### src/rtl/apt_pkg.sv
package apt_pkg;

    typedef logic [2:0] bp_t;

    // Mask of the bits that take part in group-priority comparison.
    function automatic logic [7:0] bp_to_mask(input bp_t bp);
        logic [3:0] sh;
        sh = 4'(bp) + 4'd1;
        return 8'hFF << sh;
    endfunction

    function automatic bp_t bp_follow(input bp_t bp0);
        return (bp0 == 3'd7) ? 3'd7 : bp0 + 3'd1;
    endfunction

endpackage

### src/rtl/apt_group_bank.sv
module apt_group_bank #(
    parameter int PRIO_BITS = 6
) (
    input  logic                 clk,
    input  logic                 rst_n,
    input  logic                 set_en,
    input  logic [PRIO_BITS-1:0] set_idx,
    input  logic                 clr_en,
    output logic                 has_any,
    output logic [PRIO_BITS-1:0] low_idx
);
    localparam int LEVELS = 1 << PRIO_BITS;
    localparam int WORDS  = (LEVELS + 31) / 32;

    logic [WORDS-1:0][31:0] word_q;
    logic [WORDS-1:0][31:0] word_d;
    logic [LEVELS-1:0]      lv;

    assign lv = word_q;

    // lowest marked level = most urgent
    always_comb begin
        low_idx = '0;
        for (int i = LEVELS - 1; i >= 0; i--) begin
            if (lv[i]) low_idx = PRIO_BITS'(i);
        end
    end

    assign has_any = |lv;

    always_comb begin
        int cw, cb, sw, sb;
        word_d = word_q;
        cw = int'(low_idx) / 32;
        cb = int'(low_idx) % 32;
        sw = int'(set_idx) / 32;
        sb = int'(set_idx) % 32;
        if (clr_en && has_any) word_d[cw][cb] = 1'b0;
        if (set_en)            word_d[sw][sb] = 1'b1;
    end

    always_ff @(posedge clk or negedge rst_n) begin
        if (!rst_n) word_q <= '0;
        else        word_q <= word_d;
    end

    // an activation leaves its level marked
    a_r2_set_lands: assert property (@(posedge clk) disable iff (!rst_n)
        set_en |=> lv[$past(set_idx)]);

    // a lone drop removes exactly one mark
    a_r5_clear_one: assert property (@(posedge clk) disable iff (!rst_n)
        (clr_en && !set_en && has_any) |=> ($countones(lv) + 1 == $past($countones(lv))));

endmodule

### src/rtl/apt_owner_select.sv
module apt_owner_select #(
    parameter int PRIO_BITS  = 6,
    parameter int NUM_GROUPS = 3,
    parameter int GW         = 2
) (
    input  logic [NUM_GROUPS-1:0]                has_any,
    input  logic [NUM_GROUPS-1:0][PRIO_BITS-1:0] low_idx,
    output logic                                 found,
    output logic [PRIO_BITS-1:0]                 best_idx,
    output logic [GW-1:0]                        best_group
);
    // scanned from the top group down with <=, so ties go to the lower group
    always_comb begin
        found      = 1'b0;
        best_idx   = '0;
        best_group = '0;
        for (int g = NUM_GROUPS - 1; g >= 0; g--) begin
            if (has_any[g] && (!found || low_idx[g] <= best_idx)) begin
                found      = 1'b1;
                best_idx   = low_idx[g];
                best_group = GW'(g);
            end
        end
    end

endmodule

### src/rtl/apt_bp_unit.sv
module apt_bp_unit
    import apt_pkg::*;
#(
    parameter int NUM_GROUPS = 3,
    parameter int GW         = 2,
    parameter int MIN_BP     = 1
) (
    input  logic                    clk,
    input  logic                    rst_n,
    input  logic                    bp_wr,
    input  logic [GW-1:0]           bp_group,
    input  bp_t                     bp_val,
    input  logic                    common_bp,
    output logic [8*NUM_GROUPS-1:0] prio_mask
);
    localparam bp_t BP_FLOOR = bp_t'(MIN_BP);

    bp_t bp_q [NUM_GROUPS];
    bp_t wr_clamped;

    assign wr_clamped = (bp_val < BP_FLOOR) ? BP_FLOOR : bp_val;

    for (genvar g = 0; g < NUM_GROUPS; g++) begin : g_grp
        bp_t eff;

        always_ff @(posedge clk or negedge rst_n) begin
            if (!rst_n)
                bp_q[g] <= BP_FLOOR;
            else if (bp_wr && bp_group == GW'(g))
                bp_q[g] <= wr_clamped;
        end

        if (g == 0) begin : g_base
            assign eff = bp_q[0];
        end else begin : g_follow
            assign eff = common_bp ? bp_follow(bp_q[0]) : bp_q[g];
        end

        assign prio_mask[8*g +: 8] = bp_to_mask(eff);

        // the stored binary point never sits below the floor
        a_r8_bp_floor: assert property (@(posedge clk) disable iff (!rst_n)
            bp_q[g] >= BP_FLOOR);
    end

endmodule

### src/rtl/apt_tracker.sv
module apt_tracker
    import apt_pkg::*;
#(
    parameter int PRIO_BITS  = 6,
    parameter int NUM_GROUPS = 3,
    parameter int GW         = (NUM_GROUPS > 1) ? $clog2(NUM_GROUPS) : 1
) (
    input  logic                    clk,
    input  logic                    rst_n,
    input  logic                    act_valid,
    input  logic [7:0]              act_prio,
    input  logic [GW-1:0]           act_group,
    input  logic                    drop_valid,
    input  logic [GW-1:0]           drop_group,
    input  logic                    bp_wr,
    input  logic [GW-1:0]           bp_group,
    input  logic [2:0]              bp_val,
    input  logic                    common_bp,
    output logic [7:0]              running_prio,
    output logic                    any_active,
    output logic [GW-1:0]           owner_group,
    output logic [8*NUM_GROUPS-1:0] prio_mask
);
    localparam int SHIFT = 8 - PRIO_BITS;
    localparam int MIN_BP = (PRIO_BITS >= 7) ? 0 : 7 - PRIO_BITS;
    localparam logic [7:0] LEVEL_MASK = 8'hFF << SHIFT;

    logic [NUM_GROUPS-1:0]                has_any;
    logic [NUM_GROUPS-1:0][PRIO_BITS-1:0] low_idx;
    logic                                 found;
    logic [PRIO_BITS-1:0]                 best_idx;
    logic [GW-1:0]                        best_group;
    logic [PRIO_BITS-1:0]                 act_idx;
    logic                                 act_ok;
    logic                                 drop_ok;

    assign act_idx = act_prio[7:SHIFT];
    assign act_ok  = act_valid && (int'(act_group) < NUM_GROUPS);
    assign drop_ok = drop_valid && found && (drop_group == best_group);

    for (genvar g = 0; g < NUM_GROUPS; g++) begin : g_bank
        apt_group_bank #(.PRIO_BITS(PRIO_BITS)) u_bank (
            .clk     (clk),
            .rst_n   (rst_n),
            .set_en  (act_ok && act_group == GW'(g)),
            .set_idx (act_idx),
            .clr_en  (drop_ok && best_group == GW'(g)),
            .has_any (has_any[g]),
            .low_idx (low_idx[g])
        );
    end

    apt_owner_select #(
        .PRIO_BITS (PRIO_BITS),
        .NUM_GROUPS(NUM_GROUPS),
        .GW        (GW)
    ) u_sel (
        .has_any   (has_any),
        .low_idx   (low_idx),
        .found     (found),
        .best_idx  (best_idx),
        .best_group(best_group)
    );

    apt_bp_unit #(
        .NUM_GROUPS(NUM_GROUPS),
        .GW        (GW),
        .MIN_BP    (MIN_BP)
    ) u_bp (
        .clk      (clk),
        .rst_n    (rst_n),
        .bp_wr    (bp_wr),
        .bp_group (bp_group),
        .bp_val   (bp_val),
        .common_bp(common_bp),
        .prio_mask(prio_mask)
    );

    assign any_active   = found;
    assign owner_group  = best_group;
    assign running_prio = found ? (8'(best_idx) << SHIFT) : 8'hFF;

    // idle reads as the lowest priority
    a_r3_idle_ff: assert property (@(posedge clk) disable iff (!rst_n)
        !any_active |-> running_prio == 8'hFF);

    // after a valid activation the running priority is at least as urgent
    a_r2_act_bound: assert property (@(posedge clk) disable iff (!rst_n)
        act_ok |=> running_prio <= ($past(act_prio) & LEVEL_MASK));

    // a lone drop never makes the running priority more urgent
    a_r5_drop_no_raise: assert property (@(posedge clk) disable iff (!rst_n)
        (drop_valid && !act_valid) |=> running_prio >= $past(running_prio));

endmodule

### config.mk
export PLATFORM = sky130hd
export DESIGN_NAME = apt_tracker
export DESIGN_NICKNAME = d
export VERILOG_FILES = /design/src/rtl/apt_pkg.sv /design/src/rtl/apt_group_bank.sv /design/src/rtl/apt_owner_select.sv /design/src/rtl/apt_bp_unit.sv /design/src/rtl/apt_tracker.sv
export SDC_FILE = /design/constraint.sdc
export NUM_CORES = 1
export LEC_CHECK = 0
export ABC_AREA = 1
export BUFFER_PORTS_ARGS = -buffer_cell sky130_fd_sc_hd__buf_2
export CAP_MARGIN = 20
export CORE_MARGIN = 5
export CORE_UTILIZATION = 33
export CTS_BUF_LIST = sky130_fd_sc_hd__clkbuf_4 sky130_fd_sc_hd__clkbuf_8 sky130_fd_sc_hd__clkbuf_16
export CTS_CLUSTER_DIAMETER = 30
export DETAILED_ROUTE_END_ITERATION = 6
export GPL_TIMING_DRIVEN = 0
export PLACE_DENSITY = 0.58
export SLEW_MARGIN = 10
export SYNTH_ARGS = -nofsm -noshare
export SYNTH_HDL_FRONTEND = slang
export SYNTH_SLANG_ARGS = --single-unit
### constraint.sdc
create_clock -name clk -period 7.6 [get_ports clk]
set_input_delay 0.76 -clock clk [delete_from_list [all_inputs] [get_ports clk]]
set_output_delay 0.76 -clock clk [all_outputs]
set_load 0.05 [all_outputs]
# Word level (Yosys, flattened, before mapping)
# Cells that the tools add are included.
# totals
reg_bits,201
wordCells,316
# op_classes
add_sub_neg,4
order_cmp,20
eq_ne,8
shift,3
n_mux,228
bitwise_logic,9
n_reduce_logical,35
# ops
cell,n
two-way mux 6 bit,195
two-way mux 64 bit,6
AND 64 bit,3
inverter 64 bit,3
OR 64 bit,3
OR reduction 64 bit,3
demux 32 bit (select 1 bit),4
two-way mux 32 bit,4
logical AND 1 bit,25
< comparator 5 x 6 -> 1 bit (second input constant),4
<< shifter 8 x 4 -> 8 bit (first input constant),3
demux 1 bit (select 5 bit),4
greater-or-equal comparator 5 x 1 -> 1 bit (second input constant),4
adder 3 x 1 -> 4 bit (second input constant),3
less-or-equal comparator 6 bit,2
two-way mux 3 bit,4
< comparator 1 x 2 -> 1 bit (second input constant),4
two-way mux 8 bit,1
two-way mux 1 bit,7
== test 2 x 1 -> 1 bit (second input constant),3
== test 2 bit (second input constant),3
logical NOT 2 bit,3
two-way mux 2 bit,3
greater-or-equal comparator 1 bit (second input constant),4
7 further kinds,9

# Depth between registers and ports, before layout
# Gate-level depths: netlist (run 1).
# depth
word_depth,80
ltp_mapped,96

# Modules after synthesis
# From an unflattened synthesis (run 1), not the netlist that was laid out.
# hier_totals
cells_unflattened,2045
hier_area_um2,13588.0
# modules_own_cells
module,n_inst,cells_each,area_each_um2
apt_group_bank,3,586,3928.8
apt_bp_unit,1,147,1007.2
apt_owner_select,1,108,635.6
apt_tracker,1,32,158.9

# Worst setup path before layout (run 1)
# No wires, ideal clock.
# synth_path
path_type,reg2reg
start,"reg g_bank[2].u_bank.word_q, in the netlist g_bank[2].u_bank.lv[61]"
end,"reg g_bank[2].u_bank.word_q, in the netlist g_bank[2].u_bank.lv[54]"
arrival_time_ns,7.872
setup_slack_ns,-0.393
stages_incl_launch_ff,93
synth_period_minus_slack_ns,7.993
path_cell_list,dfrtp_1 -> inv_2 -> nand2_1 -> nand2_1 -> nand2_1 -> nand2_1 -> nand2_1 -> nand2_1 -> nand2_1 -> nand2_1 -> nand2_1 -> nand2_1 -> nand2_1 -> nand2_1 -> nand2_1 -> nand2_1 -> nand2_1 -> nand2_1 -> (+57 left out) -> ha_1 -> nand2_1 -> nor2_1 -> o21ai_0 -> o211ai_1 -> nand3_1 -> nand2_1 -> inv_1 -> nor2_1 -> inv_1 -> a2111oi_0 -> inv_1 -> nor2_1 -> inv_1 -> nor2_1 -> clkbuf_1 -> nand4_1 -> a22o_1
# synth_rtl
element,line_no,rtl
from (decl),apt_group_bank.sv:15,logic [WORDS-1:0][31:0] word_q;
from (signal assigned),apt_group_bank.sv:44,else word_q <= word_d;

# Worst setup path after layout (run 1)
# layout_path
start,"reg g_bank[2].u_bank.word_q, in the netlist g_bank[2].u_bank.lv[63]"
end,out running_prio[6]
# layout_via
elab_chain_cells,74
# layout_lines
element,line_no,rtl
two-way mux 6 bit (64 in series),apt_group_bank.sv:25,if (lv[i]) low_idx = PRIO_BITS'(i);
two-way mux 6 bit,apt_owner_select.sv:18,if (has_any[g] && (!found || low_idx[g] <= best_idx)) begin
less-or-equal comparator 6 bit,apt_owner_select.sv:18,
logical OR 1 bit,apt_owner_select.sv:18,
logical AND 1 bit,apt_owner_select.sv:18,
two-way mux 6 bit / two-way mux 1 bit (equally long branches),apt_owner_select.sv:18,
less-or-equal comparator 6 bit / logical NOT 1 bit (equally long branches),apt_owner_select.sv:18,
logical OR 1 bit,apt_owner_select.sv:18,
logical AND 1 bit,apt_owner_select.sv:18,
two-way mux 6 bit / two-way mux 1 bit (equally long branches),apt_owner_select.sv:18,
two-way mux 8 bit *,apt_tracker.sv:81,assign running_prio = found ? (8'(best_idx) << SHIFT) : 8'hFF;
to (decl),apt_tracker.sv:19,"output logic [7:0] running_prio,"
# Every way passes the cells marked *; elsewhere a longest branch is shown, timed or not.

==> impl_metrics.py, run 1 <==
metrics = {
    "logic_synthesis": {
        "synthCells": 1919,
        "ys_seq_elements": 201,
        "synthFlopType": "dfrtp_1",
        "synth.yosys.seq_area_share_pct": 38.1,
        "async_flop_share_pct": 100,
        "synth_edf_count": 0,
        "postSynthAreaPerCell_sq_um": 6.89,
        "yosysWarnings": 0,
        "synth_fp_nets": 1966,
        "syn_area_sq_mm": 0.0132,
        "netlist-cell-type-count": 39,
    },
    "detailed_routing": {
        "wl_um": 56300,
        "avgRoutedWirePerCell_um": 20.8,
        "drt-pass1-iter-count": 6,
        "viasPerCell": 5.38,
        "ant_nets": 0,
        "vias": 14500,
        "drt_iter0_markers": 1383,
        "drc": 0,
    },
    "clock_network": {
        "cts_inserted_buffers": 60,
        "tritoncts": "done",
        "numClockSinks": 201,
        "cts_root_buf": "clkbuf_16",
        "clk_latency_ns": 0.61,
        "ctsHtreeMaxLevel": 2,
        "clk_pin_slew_ns": 0.05,
        "cts_hold_buf": 0,
        "cts_buffer_depth": 3,
    },
    "job": {
        "max_cap_violations": 0,
    },
    "setup_path": {
        "crit_buf_inv": 8,
        "end_kind": "primary output",
        "crit_fanout": 10,
        "cp.arrival_ns": 7.41,
        "path_class": "register to primary output",
        "cp.required_ns": 6.84,
        "reg2reg_setup_slack_ns": -0.56,
        "slowest_delay_ns": 0.37,
        "crit_family": "simple AND/OR/NAND/NOR gates",
        "critPathLaunchType": "register",
        "crit_top_cell": "nand3_1",
        "crit_slowest_cell": "dfrtp_1",
    },
    "floorplan": {
        "die_area_sq_mm": 0.0442,
        "initial_core_util_pct": 33.3,
        "core-area_sq_mm": 0.0396,
        "dieHeight_um": 210,
        "ioPinCount": 58,
        "die_w_um": 210,
        "std_cell_rows": 73,
    },
    "sta": {
        "hold_viol": 0,
        "setup_viol": 196,
        "period_needed_ns": 8.17,
        "timing.final.crit_share_pct": 107,
        "maxSlewHeadroom_pct": 8.03,
        "tightest_slew_ns": 1.37,
        "layout_setup_ws_ns": -0.569,
        "rsz0062_at_grt": "yes",
        "final.setup_skew_ns": 0.0313,
        "drv_slew": 0,
        "fmax_mhz": 122,
    },
    "placement": {
        "port_buffers": 54,
        "dp_hpwl_um": 42100,
        "place.gp.congestion": 0.994,
        "dp_slack_ns": -2.18,
    },
    "global_routing": {
        "overflow": 0,
        "grt_pass1_wl_um": 84000,
        "grt_max_degree": 103,
        "grt_pass1_vias": 13900,
        "grt_usage_pct": 24.8,
        "antenna_found_initial": 1,
    },
    "final_layout": {
        "final_common_cell": "nand2_1",
        "multi_input_area_sq_mm": 0.00731,
        "fin_nets": 2176,
        "postLayoutCoreUtil_pct": 45.6,
        "regArea_sq_mm": 0.00503,
        "drive_above_1_share_pct": 19.1,
        "final_cell_mix": "nand2_1 (619), inv_1 (278), dfrtp_1 (198)",
        "fill_cells": 3948,
        "area_growth_pct": 36.8,
    },
    "outcome": {
        "status": "finished with violations",
        "violations": "negative setup slack",
    },
    "worst_hold_path": {
        "worstHoldPathType": "input port to async pin",
    },
    "power_and_ir_drop": {
        "power_density_mw_per_mm2": 426,
        "ir_drop_mv": 1.65,
        "p_leak_nw": 8.58,
    },
}
==> Yosys cell counts, drive strengths merged (15+ instances only) <==
cell type  count  area [sq um]
nand2        643          2590
inv          297          1110
dfrtp        198          4950
nand4        143           895
nor2         131           492
o21ai         89           449
nand3         76           380
nor3          75           375
o21bai        52           390
a22o          48           420
clkbuf        45           169
nor4          27           169
ha            24           300
buf           18           113
a21oi         15          75.1
==> logic make-up after synthesis <==
group,count (synthesis),share of synthesized area [%]
AO/OA/AOI/OAI,229,11.5
XOR/XNOR,2,0.133
adder cells (fa/ha/maj),24,2.27
buffers and inverters,365,10.7
flip-flops,201,38.1
multiplexers,1,0.0852
AND/OR/NAND/NOR,1097,37.2
==> stage by stage <==
| step | hold WS, ns | instances | power, mW | setup TNS [ns] | instance area, sq um |
|---|---|---|---|---|---|
| finish | 0.183 | 2704 | 7.71 | -85.04 | 18100 |
| CTS | 0.234 | 2688 | 7.32 | -50.08 | 17700 |
| global placement | 0.453 | 2498 | 3.65 | -336.68 | 14200 |
| floorplan | 0.441 | 1919 | 3.01 | -0.0206 | 13200 |
| detailed placement | 0.455 | 2507 | 3.69 | -341.81 | 14300 |
| global route | 0.272 | 2703 | 8.01 | -208.52 | 18100 |
==> final timing paths <==
path / startpoint / to / depth (start not counted)
worst max-delay path: g_bank[2].u_bank.lv[63]$_DFF_PN0_ / running_prio[6] / 51
worst min-delay path: rst_n / g_bank[0].u_bank.lv[41]$_DFF_PN0_ / 1
worst max register to register: g_bank[2].u_bank.lv[63]$_DFF_PN0_ / g_bank[0].u_bank.lv[5]$_DFF_PN0_ / 60
worst min register to register: u_bp.bp_q[0]$_DFFE_PN1P_ / u_bp.bp_q[0]$_DFFE_PN1P_ / 2
max in group asynchronous: rst_n / g_bank[2].u_bank.lv[22]$_DFF_PN0_ / 2
min in group clk: bp_val[2] / u_bp.g_grp[0].eff[2]$_DFFE_PN0P_ / 3
==> sequential cells by signal, indices dropped and copies added, names as in the netlist <==
name / cells
g_bank.u_bank.lv: 192
u_bp.bp_q: 6
u_bp.g_grp.eff: 3
==> cell type report <==
class / count / area share (%)
diodes: 1 / 0.0138
plain buffers: 62 / 2.59
clock buffers: 74 / 9.19
clock inverters: 37 / 2.37
inverters: 302 / 6.51
multi-input cells: 1353 / 40.4
flip-flops and latches: 201 / 27.8
well taps: 525 / 3.63
repair buffers: 149 / 7.46
==> what timing repair did <==
action	in CTS	in global routing
gates resized for setup	254	75
endpoints found under the setup margin	200	200
pin swaps	228	118
buffers inserted	60	21
endpoints found under the hold margin	0	0
gates cloned	12	0
==> routing by layer <==
metal  GRT usage [%]  wire, um
met5               0        13
met4            13.8      3480
met3            4.54      4310
met2            38.1     24600
met1            33.1     23900
==> report_power, final <==
| group | total, mW | switching [mW] | internal [mW] | leakage, nW |
|---|---|---|---|---|
| sequential | 1.27 | 0.0858 | 1.19 | 2.53 |
| clock | 2.55 | 0.792 | 1.76 | 1.03 |
| combinational | 3.89 | 2.42 | 1.47 | 5.02 |
| total | 7.71 | 3.30 | 4.41 | 8.58 |
No activity file was read; power rests on OpenSTA's default activity.
==> inputs of run 2 (changes only) <==
--- a/config.mk
+++ b/config.mk
@@ -8,7 +8,6 @@
 export ABC_AREA = 1
 export BUFFER_PORTS_ARGS = -buffer_cell sky130_fd_sc_hd__buf_2
 export CAP_MARGIN = 20
-export CORE_MARGIN = 5
 export CORE_UTILIZATION = 33
 export CTS_BUF_LIST = sky130_fd_sc_hd__clkbuf_4 sky130_fd_sc_hd__clkbuf_8 sky130_fd_sc_hd__clkbuf_16
 export CTS_CLUSTER_DIAMETER = 30
==> run 2 against run 1 <==
Net effect:
- the run still ends with negative setup slack left
- power grew 2.8%
- sequential power is essentially flat
- largest power group unchanged
- critical path depth grew 3
- critical path type unchanged
- utilization grew 0.87 points
- critical endpoint is now running_prio[7]
- clock-buffer cell count shrank 5
- non-clock buffer count grew 8
- maximum frequency grew 3.0%
- clock power grew 4%
- die area shrank 7.5%
- routed wire length shrank 1.7%
- global-route usage grew 2.4 points
- sequential share of layout area shrank 0.14 points
==> impl_metrics.py, run 2 (synthesized netlist as in run 1, its figures left out) <==
metrics = {
    "setup_path": {
        "cp.required_ns": 6.84,
        "crit_buf_inv": 9,
        "end_kind": "primary output",
        "crit_family": "simple AND/OR/NAND/NOR gates",
        "cp.arrival_ns": 7.17,
        "slowest_delay_ns": 0.38,
        "reg2reg_to": "g_bank[2].u_bank.lv[29]$_DFF_PN0_",
        "worst-r2r-cell-count": 62,
        "crit_top_cell": "nand3_1",
        "reg2reg_setup_slack_ns": -0.23,
        "crit_slowest_cell": "dfrtp_1",
        "path_class": "register to primary output",
        "cp.depth": 54,
        "crit_fanout": 10,
        "r2r_start": "g_bank[2].u_bank.lv[63]$_DFF_PN0_",
        "critPathLaunchType": "register",
    },
    "power_and_ir_drop": {
        "power_density_mw_per_mm2": 436,
        "p_leak_nw": 8.64,
        "ir_drop_mv": 0.978,
        "power_mw": 7.93,
    },
    "job": {
        "max_cap_violations": 0,
    },
    "detailed_routing": {
        "viasPerCell": 5.40,
        "wl_um": 55300,
        "avgRoutedWirePerCell_um": 20.5,
        "ant_nets": 0,
        "vias": 14600,
        "drt-pass1-iter-count": 6,
        "drt_iter0_markers": 1811,
        "drc": 0,
    },
    "global_routing": {
        "gr-usage-met3_pct": 5.37,
        "met2_usage_pct": 40.5,
        "overflow": 0,
        "met1_usage_pct": 36.1,
        "top_usage_layer": "met2",
        "grt_pass1_vias": 14100,
        "grt_max_degree": 82,
        "grt_pass1_wl_um": 84000,
        "antenna_found_initial": 0,
        "grt_usage_pct": 27.2,
    },
    "final_layout": {
        "fin_cells": 2703,
        "postLayoutCoreUtil_pct": 46.5,
        "largest_register_ffs": 192,
        "final_common_cell": "nand2_1",
        "antenna_cells": 0,
        "area_growth_pct": 37.5,
        "final_cell_mix": "nand2_1 (618), inv_1 (280), dfrtp_1 (198)",
        "fin_nets": 2183,
        "drive_above_1_share_pct": 19.1,
    },
    "clock_network": {
        "clk_latency_ns": 0.59,
        "cts_buffer_depth": 3,
        "cts_root_buf": "clkbuf_16",
        "tritoncts": "done",
        "numClockSinks": 201,
        "ctsHtreeMaxLevel": 2,
        "cts_inserted_buffers": 59,
        "clk_pin_slew_ns": 0.05,
        "cts_hold_buf": 0,
    },
    "placement": {
        "place.gp.congestion": 1.00,
        "dp_hpwl_um": 41100,
        "port_buffers": 54,
        "place_inst": 2505,
    },
    "floorplan": {
        "die_w_um": 202,
        "ioPinCount": 58,
        "die_area_sq_mm": 0.0409,
        "std_cell_rows": 72,
        "initial_core_util_pct": 33.8,
        "dieHeight_um": 202,
        "core-area_sq_mm": 0.0391,
    },
    "sta": {
        "layout_setup_ws_ns": -0.327,
        "tns_ns": -20.47,
        "fmax_mhz": 126,
        "drv_slew": 0,
        "hold_viol": 0,
        "setup_viol": 188,
        "maxSlewHeadroom_pct": 13.9,
        "final.setup_skew_ns": 0.0305,
        "rsz0062_at_grt": "yes",
        "tightest_slew_ns": 1.28,
        "period_needed_ns": 7.93,
        "timing.final.crit_share_pct": 104,
    },
    "outcome": {
        "status": "finished with violations",
        "violations": "negative setup slack",
    },
    "worst_hold_path": {
        "worstHoldPathType": "input port to async pin",
    },
}
[run 2: repair_timing]
item	CTS	global route
gates cloned	12	0
pin swaps	212	113
setup buffers	60	15
resized for setup	252	67
endpoints found under the setup margin	200	200
[run 2: area by class of cell]
type                       instances  area (sq um)
multi-input combinational       1353          7330
tap                              518           648
fill                            3925         20900
clock inverter                    41           551
inverter                         302          1190
sequential                       201          5030
timing repair buffer             157          1370
clock buffer                      69          1600
buffer                            62           467
[run 2: through the flow]
| step | cell area, sq um | setup WS [ns] | hold slack [ns] |
|---|---|---|---|
| after floorplan | 13200 | -0.00606 | 0.441 |
| after global placement | 14200 | -2.01 | 0.457 |
| after detailed placement | 14300 | -2.07 | 0.465 |
| after CTS | 17800 | -0.201 | 0.0605 |
| after global routing | 18200 | -0.996 | 0.0836 |
| final | 18200 | -0.327 | 0.0628 |
[run 2: worst max path at each step]
| stage | start | end | slack, ns |
|---|---|---|---|
| after global placement | g_bank[1].u_bank.lv[62]$_DFF_PN0_ | g_bank[2].u_bank.lv[37]$_DFF_PN0_ | -2.01 |
| final | g_bank[2].u_bank.lv[63]$_DFF_PN0_ | running_prio[7] | -0.33 |
| after CTS | g_bank[2].u_bank.lv[62]$_DFF_PN0_ | g_bank[2].u_bank.lv[1]$_DFF_PN0_ | -0.20 |
| after floorplan | g_bank[2].u_bank.lv[61]$_DFF_PN0_ | g_bank[2].u_bank.lv[55]$_DFF_PN0_ | -0.006 |
| after global routing | g_bank[1].u_bank.lv[63]$_DFF_PN0_ | running_prio[7] | -1.0 |
| after detailed placement | g_bank[2].u_bank.lv[63]$_DFF_PN0_ | g_bank[2].u_bank.lv[37]$_DFF_PN0_ | -2.07 |
[run 2: per-layer routing]
layer  wire length, um  share of wire (%)
met1             23100                 42
met5                 0                  0
met2             23600                 43
met4              3910                7.1
met3              4720                8.5
[run 2: where the power goes]
part           leakage [nW]  internal, mW  switching [mW]
logic                  5.07          1.50            2.50
registers              2.53          1.19          0.0881
clock network          1.04          1.87           0.782
total                  8.64          4.56            3.37
